===== config.mk =====
export PLATFORM = sky130hd
export DESIGN_NAME = sticky_irq_ctrl
export DESIGN_NICKNAME = d
export VERILOG_FILES = /design/src/rtl/sirq_pkg.sv /design/src/rtl/sirq_edge_det.sv /design/src/rtl/sirq_sticky.sv /design/src/rtl/sticky_irq_ctrl.sv
export SDC_FILE = /design/constraint.sdc
export NUM_CORES = 1
export LEC_CHECK = 0
export ABC_AREA = 1
export BUFFER_PORTS_ARGS = -buffer_cell sky130_fd_sc_hd__buf_2
export CAP_MARGIN = 0
export CORE_UTILIZATION = 54
export DETAILED_ROUTE_END_ITERATION = 6
export PLACE_DENSITY = 0.74
export SLEW_MARGIN = 15
export SYNTH_ARGS = -nofsm -noshare
export SYNTH_HDL_FRONTEND = slang
export SYNTH_HIERARCHICAL = 1
export SYNTH_SLANG_ARGS = --single-unit

===== constraint.sdc =====
create_clock -name clk -period 1 [get_ports clk]
set_input_delay 0.2 -clock clk [delete_from_list [all_inputs] [get_ports clk]]
set_output_delay 0.2 -clock clk [all_outputs]
set_load 0.02 [all_outputs]

===== src/rtl/sirq_pkg.sv =====
// Shared constants for the sticky interrupt controller: register
// addresses and bit positions inside the main status register.
package sirq_pkg;
    localparam int ADDR_W = 2;
    typedef enum logic [ADDR_W-1:0] {
        A_MAIN_ST = 2'd0,
        A_RX_ST   = 2'd1,
        A_MAIN_MK = 2'd2,
        A_RX_MK   = 2'd3
    } sirq_addr_e;
    localparam int SUM_BIT  = 0;   // live receiver-error summary
    localparam int LOCK_BIT = 1;   // lock change
    localparam int EV_LSB   = 2;   // first edge-caught event
endpackage


===== src/rtl/sirq_edge_det.sv =====
// Per-bit event detector. It keeps the previous input level and flags
// either a rising edge or any change, chosen by ANY_CHANGE.
// Assumes inputs are already synchronous to clk. The previous level
// resets to 0.
module sirq_edge_det #(
    parameter int W          = 1,
    parameter bit ANY_CHANGE = 1'b0
) (
    input  logic         clk,
    input  logic         rst_n,
    input  logic [W-1:0] lvl_i,
    output logic [W-1:0] prev_o,
    output logic [W-1:0] hit_o
);
    logic [W-1:0] prev_q;

    // Remember the level seen on the last clock.
    always_ff @(posedge clk) begin
        if (!rst_n) prev_q <= '0;
        else        prev_q <= lvl_i;
    end

    generate
        for (genvar i = 0; i < W; i++) begin : g_bit
            if (ANY_CHANGE) begin : g_chg
                // Flag a change of level in either direction.
                always_comb hit_o[i] = lvl_i[i] ^ prev_q[i];
            end else begin : g_rise
                // Flag a 0-to-1 transition only.
                always_comb hit_o[i] = lvl_i[i] & ~prev_q[i];
            end
        end
    endgenerate

    assign prev_o = prev_q;
endmodule


===== src/rtl/sirq_sticky.sv =====
// Bank of sticky status bits. A set request wins over a clear in the
// same cycle, so no event is lost to a colliding read.
module sirq_sticky #(
    parameter int W = 8
) (
    input  logic         clk,
    input  logic         rst_n,
    input  logic [W-1:0] set_i,
    input  logic         clr_i,
    output logic [W-1:0] st_o
);
    logic [W-1:0] st_q;

    // Hold bits until cleared; new sets always land.
    always_ff @(posedge clk) begin
        if (!rst_n) st_q <= '0;
        else        st_q <= (clr_i ? '0 : st_q) | set_i;
    end

    assign st_o = st_q;
endmodule


===== src/rtl/sticky_irq_ctrl.sv =====
// Masked sticky interrupt controller. Catches source events into
// clear-on-read status registers, gates them with masks (1 = enabled)
// and drives a registered active-high interrupt. The interrupt can be
// routed to a pin shared with a zero-data flag.
// Assumes all inputs are synchronous to clk and strobes last one cycle.
module sticky_irq_ctrl #(
    parameter int DW = 8
) (
    input  logic                       clk,
    input  logic                       rst_n,
    input  logic [DW-3:0]              ev_i,
    input  logic                       lock_i,
    input  logic [DW-1:0]              rx_err_i,
    input  logic                       zero_flag_i,
    input  logic                       pin_sel_i,
    input  logic [sirq_pkg::ADDR_W-1:0] addr_i,
    input  logic [DW-1:0]              wdata_i,
    input  logic                       wr_en_i,
    input  logic                       rd_en_i,
    output logic [DW-1:0]              rdata_o,
    output logic                       irq_o,
    output logic                       flag_pin_o
);
    import sirq_pkg::*;
    localparam int NEV = DW - EV_LSB;

    logic [NEV-1:0] ev_prev, ev_hit;
    logic           lock_prev, lock_hit;
    logic [DW-1:0]  rx_prev, rx_hit;
    logic [DW-1:1]  main_st;
    logic [DW-1:0]  rx_st, main_mk, rx_mk, main_view, rdata_q;
    logic           clr_main, clr_rx, irq_q;

    sirq_edge_det #(.W(NEV), .ANY_CHANGE(1'b0)) u_ev_det (
        .clk(clk), .rst_n(rst_n), .lvl_i(ev_i), .prev_o(ev_prev), .hit_o(ev_hit));
    sirq_edge_det #(.W(1), .ANY_CHANGE(1'b1)) u_lock_det (
        .clk(clk), .rst_n(rst_n), .lvl_i(lock_i), .prev_o(lock_prev), .hit_o(lock_hit));
    sirq_edge_det #(.W(DW), .ANY_CHANGE(1'b0)) u_rx_det (
        .clk(clk), .rst_n(rst_n), .lvl_i(rx_err_i), .prev_o(rx_prev), .hit_o(rx_hit));

    // Decode which status register a read clears.
    always_comb begin
        clr_main = rd_en_i && (addr_i == A_MAIN_ST);
        clr_rx   = rd_en_i && (addr_i == A_RX_ST);
    end

    sirq_sticky #(.W(DW-1)) u_main_st (
        .clk(clk), .rst_n(rst_n), .set_i({ev_hit, lock_hit}),
        .clr_i(clr_main), .st_o(main_st));
    sirq_sticky #(.W(DW)) u_rx_st (
        .clk(clk), .rst_n(rst_n), .set_i(rx_hit),
        .clr_i(clr_rx), .st_o(rx_st));

    // Main status as seen by host and interrupt, with live summary bit.
    always_comb main_view = {main_st, |(rx_st & rx_mk)};

    // Mask registers: host writes to mask addresses only.
    always_ff @(posedge clk) begin
        if (!rst_n) begin
            main_mk <= '0;
            rx_mk   <= '0;
        end else if (wr_en_i) begin
            if (addr_i == A_MAIN_MK) main_mk <= wdata_i;
            if (addr_i == A_RX_MK)   rx_mk   <= wdata_i;
        end
    end

    // Capture the addressed register on a read strobe.
    always_ff @(posedge clk) begin
        if (!rst_n) rdata_q <= '0;
        else if (rd_en_i) begin
            unique case (addr_i)
                A_MAIN_ST: rdata_q <= main_view;
                A_RX_ST:   rdata_q <= rx_st;
                A_MAIN_MK: rdata_q <= main_mk;
                default:   rdata_q <= rx_mk;
            endcase
        end
    end

    // Registered interrupt from enabled main status bits.
    always_ff @(posedge clk) begin
        if (!rst_n) irq_q <= 1'b0;
        else        irq_q <= |(main_view & main_mk);
    end

    assign rdata_o    = rdata_q;
    assign irq_o      = irq_q;
    assign flag_pin_o = pin_sel_i ? irq_q : zero_flag_i;
endmodule


==> flow_metrics.py, run 1 <==
metrics = {
    "run_status": {
        "outcome": "finished, violations left",
        "violations": "setup timing",
    },
    "placed_design": {
        "place_congestion": 0.880,
        "placed_cell_area_mm2": 0.00264,
        "place_ws_ns": -0.128,
        "dp_hpwl_um": 3820,
        "numPortBuffers": 40,
    },
    "timing": {
        "fmax_mhz": 819,
        "slew_violations": 0,
        "hold_ws_ns": 0.0781,
        "setup_viol": 3,
        "min_period_ns": 1.22,
        "hold_viol": 0,
        "fin_crit_sh": 1.22,
        "rsz0062_at_grt": "true",
        "worst_clock_skew_ns": 0.00377,
        "worst_slack_ns": -0.221,
        "tightest_slew_ns": 0.271,
        "maxSlewHeadroom": 0.818,
    },
    "worst_setup_path": {
        "start_kind": "flop",
        "rr_worst_depth": 8,
        "critPathMaxFanout": 2,
        "arrival_ns": 1.02,
        "crit_type": "reg2out",
        "worstSetupEndpointType": "output port",
        "worstPathRequired_ns": 0.80,
    },
    "floorplanning": {
        "num_io_pins": 41,
        "die_w_um": 66.6,
        "core_mm2": 0.00400,
        "row_count": 23,
        "die_area_mm2": 0.00443,
        "die_height_um": 66.6,
        "start_util": 0.563,
    },
    "clock_network": {
        "clkSinkCount": 55,
        "cts_inserted_buffers": 5,
        "ctsHoldBuffers": 0,
        "cts_tree": "yes",
        "post_cts_buffers": 0,
        "clk_pin_slew_worst_paths_ns": 0.09,
        "clk_path_buf_depth": 2,
        "clkLatencyLatePin_ns": 0.30,
        "root_buffer": "clkbuf_8",
        "h-tree-depth": 2,
    },
    "global_route": {
        "gr-total-overflow": 0,
        "grt_pass1_vias": 1853,
        "grt_pass1_wl_um": 8040,
        "grt_max_degree": 18,
        "grt.met3_usage": 0.0411,
        "grt_use_met2": 0.407,
        "grt_antenna_before_repair": 0,
        "use_met1": 0.311,
        "busiest_layer": "met2",
        "grt_use_total": 0.242,
    },
    "final_layout": {
        "syn_to_final_growth_pct": 24.9,
        "drive_gt1_frac": 0.233,
        "final_cell_area_mm2": 0.00281,
        "fillers": 358,
        "diodes": 0,
        "seq_area_mm2": 0.00112,
        "final_nets": 412,
        "multi_input_area_um2": 897,
    },
    "yosys": {
        "postSynthAreaPerCell_um2": 6.97,
        "synthArstFlopShare": 0,
        "synth_area_leaders": "dfxtp_1 49%, nand2_1 16%, a21oi_1 8.7%, inv_1 8.7%, nand3_1 5.6%",
        "yosys_most_used_dff": "dfxtp_1",
        "synth_cell_types": 18,
        "syn_nets": 354,
        "syn_inst": 323,
        "seq_area_frac_synth": 0.489,
        "synth.most_common_cell": "nand2_1",
        "synth_area_mm2": 0.00225,
        "ys_seq_elements": 55,
        "synth_edf_count": 0,
        "synth_top_cell_area_share": 0.489,
        "yosys_warnings": 6,
        "synthTopCellsByCount": "97 x nand2_1, 55 x dfxtp_1, 52 x inv_1, 39 x a21oi_1, 25 x nand3_1",
        "yosysTopAreaCell": "dfxtp_1",
    },
    "power": {
        "leakage_nw": 1.44,
        "peakVddDrop_mv": 1.20,
        "power_density_mw_per_mm2": 1520,
    },
    "run": {
        "maxCapViolCount": 0,
    },
    "drt": {
        "vias_per_cell": 4.90,
        "drt_iter0_drc": 107,
        "vias": 2117,
        "avgRoutedWirePerCell_um": 11.6,
        "dr.pass1.iters": 4,
        "drc_errors": 0,
        "antenna_left": 0,
        "drt-total-wl_um": 5010,
    },
    "min_path": {
        "hold_path_class": "in2reg",
        "hold_depth": 3,
    },
}
registers in the layout, summed over array words and instances, names as in the netlist, 6 cells and up:
| name | flops |
|---|---|
| u_ev_det/prev_o | 6 |
| rx_mk | 8 |
| u_rx_det/prev_o | 8 |
| rdata_o | 8 |
| u_main_st/st_o | 7 |
| u_rx_st/st_o | 8 |
| main_mk | 8 |
final cells by class:
cell class,instances,area share
Clock buffer,8,0.0356
Inverter,56,0.0747
Multi-Input combinational cell,204,0.319
Sequential cell,55,0.399
Tap cell,50,0.0222
Timing Repair Buffer,59,0.149
critical path, stage by stage (launching register included):
cell,delay (ns)
dfxtp_2,0.33
mux2_4,0.26
buf_6,0.13
stage by stage:
stage	power (mW)	utilization	instances	setup TNS [ns]
after floorplan	2.73	-	323	0
after global placement	2.97	0.659	424	-2.15
after detailed placement	2.97	0.659	424	-2.55
after CTS	4.27	0.690	432	-0.226
after global routing	4.48	0.703	432	-0.386
final	4.28	0.703	432	-0.224
routing by layer:
metal	up-vias	part of all wire	wire, um
met5	-	0	0
met4	0	0.015	75
met3	10	0.043	214
met2	58	0.48	2390
met1	935	0.46	2330
li1	1114	-	-
placed cells by master, fill, tap and decap left out:
cell type	synthesis	layout
nor2_4	1	1
mux2_4	0	1
o21ai_1	0	1
nor2_1	21	21
inv_1	52	52
clkinv_1	1	1
inv_2	3	3
o21ai_0	13	12
buf_2	5	31
buf_4	1	18
nand2_1	97	97
nor3_1	1	1
clkbuf_1	1	1
clkbuf_8	0	7
a21oi_1	39	39
nand3_1	25	25
a31oi_1	4	4
dfxtp_2	0	18
dfxtp_1	55	37
buf_12	0	2
buf_6	1	8
nand4_1	2	2
where the power goes:
part	internal (mW)	leakage (nW)	switching, mW	total [mW]
clock	0.633	0.0515	0.674	1.31
combinational	0.255	0.930	0.311	0.566
sequential	2.32	0.460	0.0822	2.41
total	3.21	1.44	1.07	4.28
path summary, 6_finish.rpt:
path | from | end | slack (ns)
worst max-delay path | irq_o | flag_pin_o | -0.22
worst min-delay path | ev_i[4] | u_ev_det/prev_o[4] | 0.08
worst max register to register | u_rx_st/st_o[7] | rdata_o[0] | 0
worst min register to register | u_rx_det/prev_o[2] | u_rx_st/st_o[2] | 0.47
what timing repair did:
action                     CTS  global route
hold endpoints to repair     0             0
resized for setup           10            27
cloned                       0             0
pin swaps                    0             2
setup endpoints to repair    7            13
cell families (layout without fill, tap and decap cells):
logic type	after synthesis	in the layout	share of synthesized area
AO/OA/AOI/OAI	56	56	0.127
buffers and inverters	64	123	0.114
flip-flops	55	55	0.489
multiplexers	1	1	0.00500
AND/OR/NAND/NOR	147	147	0.265
Power figures use the tool's default switching activity.
==> run 2, diff against run 1 <==
==> constraint.sdc (replaced) <==
create_clock -name clk -period 1 [get_ports clk]
set_input_delay 0.15 -clock clk [delete_from_list [all_inputs] [get_ports clk]]
set_output_delay 0.15 -clock clk [all_outputs]
set_load 0.02 [all_outputs]
==> run 2 against run 1 <==
- the run still ends with setup timing left
- sequential power about the same
- clock-buffer cell count shrank 2
- maximum frequency increased by 4.9%
- sequential share of layout area grew 0.66 points
- clock skew grew 0.0033 ns
- final cell count fell by 0.46%
- utilization fell by 1.9 points
- hold slack got worse by 0.042 ns
- sequential cell count is the same
- critical endpoint unchanged
==> flow_metrics.py, run 2 (synthesis results as in run 1) <==
metrics = {
    "worst_setup_path": {
        "crit_chain": "mux2_4 > buf_6",
        "crit_type": "reg2out",
        "arrival_ns": 1.01,
        "cp-startpoint": "irq_o",
        "crit-reg2reg-launch": "u_rx_st/st_o[0]",
        "crit_family": "flip-flops",
        "worstPathRequired_ns": 0.85,
        "worst_path_largest_cell_delay_ns": 0.33,
        "critPathMaxFanout": 2,
        "start_kind": "flop",
        "slowest_stage": "dfxtp_2",
        "worstSetupEndpointType": "output port",
        "crit_buf_inv": 1,
    },
    "run_status": {
        "outcome": "finished, violations left",
        "violations": "setup timing",
    },
    "placed_design": {
        "place_ws_ns": -0.0840,
        "dp_hpwl_um": 3850,
        "place_congestion": 0.851,
        "numPortBuffers": 40,
    },
    "power": {
        "power_density_mw_per_mm2": 1480,
        "peakVddDrop_mv": 0.999,
        "leakage_nw": 1.42,
        "switching_share": 0.254,
        "clockPowerShare": 0.273,
        "p_total_mw": 4.05,
        "p_switching_mw": 1.03,
        "internal_power_mw": 3.02,
        "p_comb_frac": 0.135,
        "p_seq_frac": 0.592,
    },
    "clock_network": {
        "cts_inserted_buffers": 5,
        "h-tree-depth": 2,
        "clkSinkCount": 55,
        "clk_path_buf_depth": 2,
        "cts_tree": "yes",
        "clk_pin_slew_worst_paths_ns": 0.09,
        "root_buffer": "clkbuf_8",
        "clkLatencyLatePin_ns": 0.30,
    },
    "drt": {
        "dr.pass1.iters": 6,
        "vias_per_cell": 4.90,
        "antenna_left": 0,
        "drt-total-wl_um": 4880,
        "avgRoutedWirePerCell_um": 11.4,
        "drc_errors": 0,
        "vias": 2106,
        "drt_iter0_drc": 182,
    },
    "floorplanning": {
        "die_w_um": 66.6,
        "start_util": 0.563,
        "die_area_mm2": 0.00443,
        "die_height_um": 66.6,
        "core_mm2": 0.00400,
        "num_io_pins": 41,
        "row_count": 23,
    },
    "final_layout": {
        "most-common-layout-cells": "95 x nand2_1, 52 x inv_1, 47 x dfxtp_1, 39 x a21oi_1, 37 x buf_2",
        "syn_to_final_growth_pct": 21.6,
        "final_nets": 412,
        "final_common_cell": "nand2_1",
        "diodes": 0,
        "seq_area_mm2": 0.00111,
        "fillers": 349,
        "drive_gt1_frac": 0.208,
        "multi_input_area_um2": 902,
    },
    "timing": {
        "fin_crit_sh": 1.16,
        "rsz0062_at_grt": "true",
        "maxSlewHeadroom": 0.830,
        "min_period_ns": 1.16,
        "hold_viol": 0,
        "setup_viol": 2,
        "worst_slack_ns": -0.165,
        "tightest_slew_ns": 0.254,
        "worst_clock_skew_ns": 0.00702,
        "fmax_mhz": 859,
        "slew_violations": 0,
    },
    "global_route": {
        "grt_max_degree": 17,
        "grt_antenna_before_repair": 0,
        "grt_use_total": 0.242,
        "grt_pass1_vias": 1808,
        "grt_pass1_wl_um": 8050,
        "gr-total-overflow": 0,
    },
    "min_path": {
        "hp-start": "ev_i[0]",
        "hold_path_class": "in2reg",
    },
    "run": {
        "maxCapViolCount": 0,
    },
}
==> run 2: cell types whose count changed in the layout (fill, tap and decap cells not counted), sizes merged <==
cell    delta
clkbuf     -2
==> run 2: cell type report <==
type	instances	share of cell area
inverter	56	0.0768
multi-input combinational	204	0.330
sequential	55	0.406
timing repair buffer	59	0.138
tap	50	0.0229
clock buffer	6	0.0265
==> run 2: routing by layer <==
metal,GRT usage,up-vias,part of all wire
li1,-,1123,-
met1,0.313,910,0.47
met2,0.396,66,0.47
met3,0.0565,7,0.052
met4,0.0745,0,0.016
met5,0,-,0
==> run 2: worst min-delay path: stages <==
cell and delay [ns]:
buf_2 0.08, nand2_1 0.04, inv_1 0.04
==> run 2: worst paths after layout <==
path                        endpoint  slack (ns)  depth (start not counted)
setup / recovery          flag_pin_o       -0.16                          2
hold / removal    u_ev_det/prev_o[0]        0.04                          3
setup reg to reg          rdata_o[0]       -0.03                          8
hold reg to reg      u_rx_st/st_o[2]        0.47                          3
==> run 2: power by group through the flow <==
stage	combinational (mW)	clock, mW	sequential (mW)
floorplan	0.286	0	2.45
finish	0.545	1.11	2.40
detailed placement	0.529	0	2.44
global placement	0.522	0	2.44
global route	0.618	1.23	2.41
CTS	0.538	1.14	2.39
==> run 2: timing repair <==
| action | 4_1_cts | 5_1_grt |
|---|---|---|
| buffers inserted | 0 | 1 |
| endpoints found under the hold margin | 0 | 0 |
| endpoints found under the setup margin | 2 | 6 |
| resized for setup | 7 | 9 |
| hold buffers | 0 | 0 |
| pin swaps | 0 | 2 |
==> run 2: per-stage QoR <==
stage          TNS (ns)   util  instances  hold WS (ns)  instance area [um2]
6_report         -0.190  0.684        430        0.0357                 2740
5_1_grt          -0.272  0.684        430        0.0271                 2740
3_3_place_gp     -0.882  0.657        423         0.340                 2630
3_5_place_dp      -1.32  0.657        423         0.345                 2630
2_1_floorplan         0      -        323         0.243                 2250
4_1_cts          -0.177  0.679        429        0.0285                 2720
==> run 3, diff against run 2 <==
--- a/config.mk
+++ b/config.mk
@@ -8,7 +8,9 @@
 export ABC_AREA = 1
 export BUFFER_PORTS_ARGS = -buffer_cell sky130_fd_sc_hd__buf_2
 export CAP_MARGIN = 0
-export CORE_UTILIZATION = 54
+export CELL_PAD_IN_SITES_DETAIL_PLACEMENT = 2
+export CELL_PAD_IN_SITES_GLOBAL_PLACEMENT = 2
+export CORE_UTILIZATION = 30
 export DETAILED_ROUTE_END_ITERATION = 6
 export PLACE_DENSITY = 0.74
 export SLEW_MARGIN = 15
==> run 3 against run 2 <==
- the flow still finishes with violations (setup timing)
- worst setup slack worse by 0.0067 ns
- hold slack got worse by 0.0097 ns
- sequential share of layout area is 3.3 points lower
- cell area increased by 9.3%
- sequential power hardly changed
- total power is 9.2% higher
==> flow_metrics.py, run 3 (synthesis results as in run 1) <==
metrics = {
    "min_path": {
        "hold_path_class": "in2reg",
        "hold_depth": 3,
        "hp-start": "rx_err_i[2]",
        "min_to": "u_rx_det/prev_o[2]",
    },
    "final_layout": {
        "drive_gt1_frac": 0.286,
        "most-common-layout-cells": "90 x nand2_1, 52 x inv_1, 42 x dfxtp_1, 34 x a21oi_1, 34 x buf_2",
        "final_cell_area_mm2": 0.00299,
        "final_nets": 421,
        "syn_to_final_growth_pct": 32.9,
        "utilization": 0.413,
        "fillers": 897,
        "final_common_cell": "nand2_1",
        "diodes": 0,
    },
    "worst_setup_path": {
        "slowest_stage": "dfxtp_2",
        "crit_chain": "mux2_4 > buf_6",
        "crit-reg2reg-launch": "u_rx_st/st_o[1]",
        "worst_path_largest_cell_delay_ns": 0.33,
        "reg2reg_setup_slack_ns": -0.08,
        "worstPathRequired_ns": 0.85,
        "arrival_ns": 1.02,
        "rr_worst_depth": 8,
        "crit_type": "reg2out",
        "start_kind": "flop",
        "worstSetupEndpointType": "output port",
        "critPathMaxFanout": 2,
        "reg2reg_to": "rdata_o[0]",
    },
    "floorplanning": {
        "die_height_um": 88.6,
        "start_util": 0.311,
        "die_w_um": 88.6,
        "row_count": 31,
        "core_mm2": 0.00725,
        "num_io_pins": 41,
        "die_area_mm2": 0.00786,
    },
    "power": {
        "clockPowerShare": 0.305,
        "p_comb_frac": 0.152,
        "leakage_nw": 1.51,
        "p_seq_frac": 0.543,
        "p_switching_mw": 1.18,
        "p_total_mw": 4.42,
        "internal_power_mw": 3.24,
        "peakVddDrop_mv": 0.630,
        "power_density_mw_per_mm2": 1480,
        "switching_share": 0.267,
    },
    "drt": {
        "drt_iter0_drc": 52,
        "drc_errors": 0,
        "antenna_left": 0,
        "avgRoutedWirePerCell_um": 15.2,
        "vias_per_cell": 4.62,
        "vias": 2264,
        "drt-total-wl_um": 7450,
        "dr.pass1.iters": 4,
    },
    "timing": {
        "rsz0062_at_grt": "true",
        "setup_viol": 4,
        "tightest_slew_ns": 0.270,
        "finalSetupTns_ns": -0.269,
        "fin_crit_sh": 1.17,
        "maxSlewHeadroom": 0.820,
        "fmax_mhz": 854,
        "min_period_ns": 1.17,
        "worst_slack_ns": -0.171,
        "hold_viol": 0,
        "slew_violations": 0,
        "worst_clock_skew_ns": 0.00365,
    },
    "global_route": {
        "grt_max_degree": 19,
        "grt_pass1_wl_um": 11200,
        "grt_use_total": 0.190,
        "grt_pass1_vias": 2339,
        "gr-total-overflow": 0,
        "grt_antenna_before_repair": 0,
    },
    "clock_network": {
        "root_buffer": "clkbuf_8",
        "clkLatencyLatePin_ns": 0.31,
        "h-tree-depth": 2,
        "cts_inserted_buffers": 5,
        "clk_pin_slew_worst_paths_ns": 0.10,
        "ctsHoldBuffers": 0,
        "clk_path_buf_depth": 2,
        "cts_tree": "yes",
        "clkSinkCount": 55,
    },
    "placed_design": {
        "placed_cell_area_mm2": 0.00275,
        "place_congestion": 0.763,
        "numPortBuffers": 40,
        "dp_hpwl_um": 5620,
        "place_ws_ns": -0.121,
    },
    "run": {
        "maxCapViolCount": 0,
    },
    "run_status": {
        "violations": "setup timing",
        "outcome": "finished, violations left",
    },
}
==> run 3: timing repair <==
| action | in CTS | in global routing |
|---|---|---|
| endpoints found under the setup margin | 4 | 13 |
| gates resized for setup | 10 | 39 |
| pin swaps | 1 | 10 |
| setup buffers | 1 | 4 |
==> run 3: how the worst max path moves through the flow <==
stage | start | cells past startpoint | endpoint | slack [ns]
finish | irq_o | 2 | flag_pin_o | -0.17
global route | irq_o | 2 | flag_pin_o | -0.21
CTS | irq_o | 2 | flag_pin_o | -0.18
detailed placement | u_rx_st/st_o[1] | 8 | rdata_o[0] | -0.12
global placement | u_rx_st/st_o[1] | 8 | rdata_o[0] | -0.09
floorplan | u_rx_st/st_o[6] | 8 | rdata_o[0] | 0.15
==> run 3: final cells by class <==
| class | instances | area (um2) | area share |
|---|---|---|---|
| flip-flops and latches | 55 | 1120 | 0.373 |
| well taps | 99 | 124 | 0.0414 |
| repair buffers | 68 | 474 | 0.158 |
| multi-input cells | 204 | 967 | 0.323 |
| clock buffers | 8 | 100 | 0.0334 |
| inverters | 56 | 210 | 0.0702 |
==> run 3: power by group through the flow <==
stage / combinational (mW) / sequential (mW) / clock [mW]
after detailed placement: 0.605 / 2.44 / 0
after global placement: 0.578 / 2.44 / 0
after floorplan: 0.286 / 2.45 / 0
after global routing: 0.745 / 2.42 / 1.48
final: 0.672 / 2.40 / 1.35
after CTS: 0.628 / 2.40 / 1.40
==> run 3: worst max-delay path, delay by kind of cell, from the launching register on <==
family	cells	cell delay (ns)
buffers and inverters	1	0.13
DFF	1	0.33
muxes	1	0.26
==> run 3: routing by layer <==
metal,part of all wire,global-route usage
met1,0.42,0.209
met2,0.54,0.378
met3,0.023,0.0336
met4,0.010,0.0396
met5,0,0
==> run 3: stage by stage <==
stage	std cells	hold slack [ns]
detailed placement	478	0.351
floorplan	323	0.243
finish	490	0.0260
global placement	478	0.340
global route	490	0.0358
CTS	487	0.0231
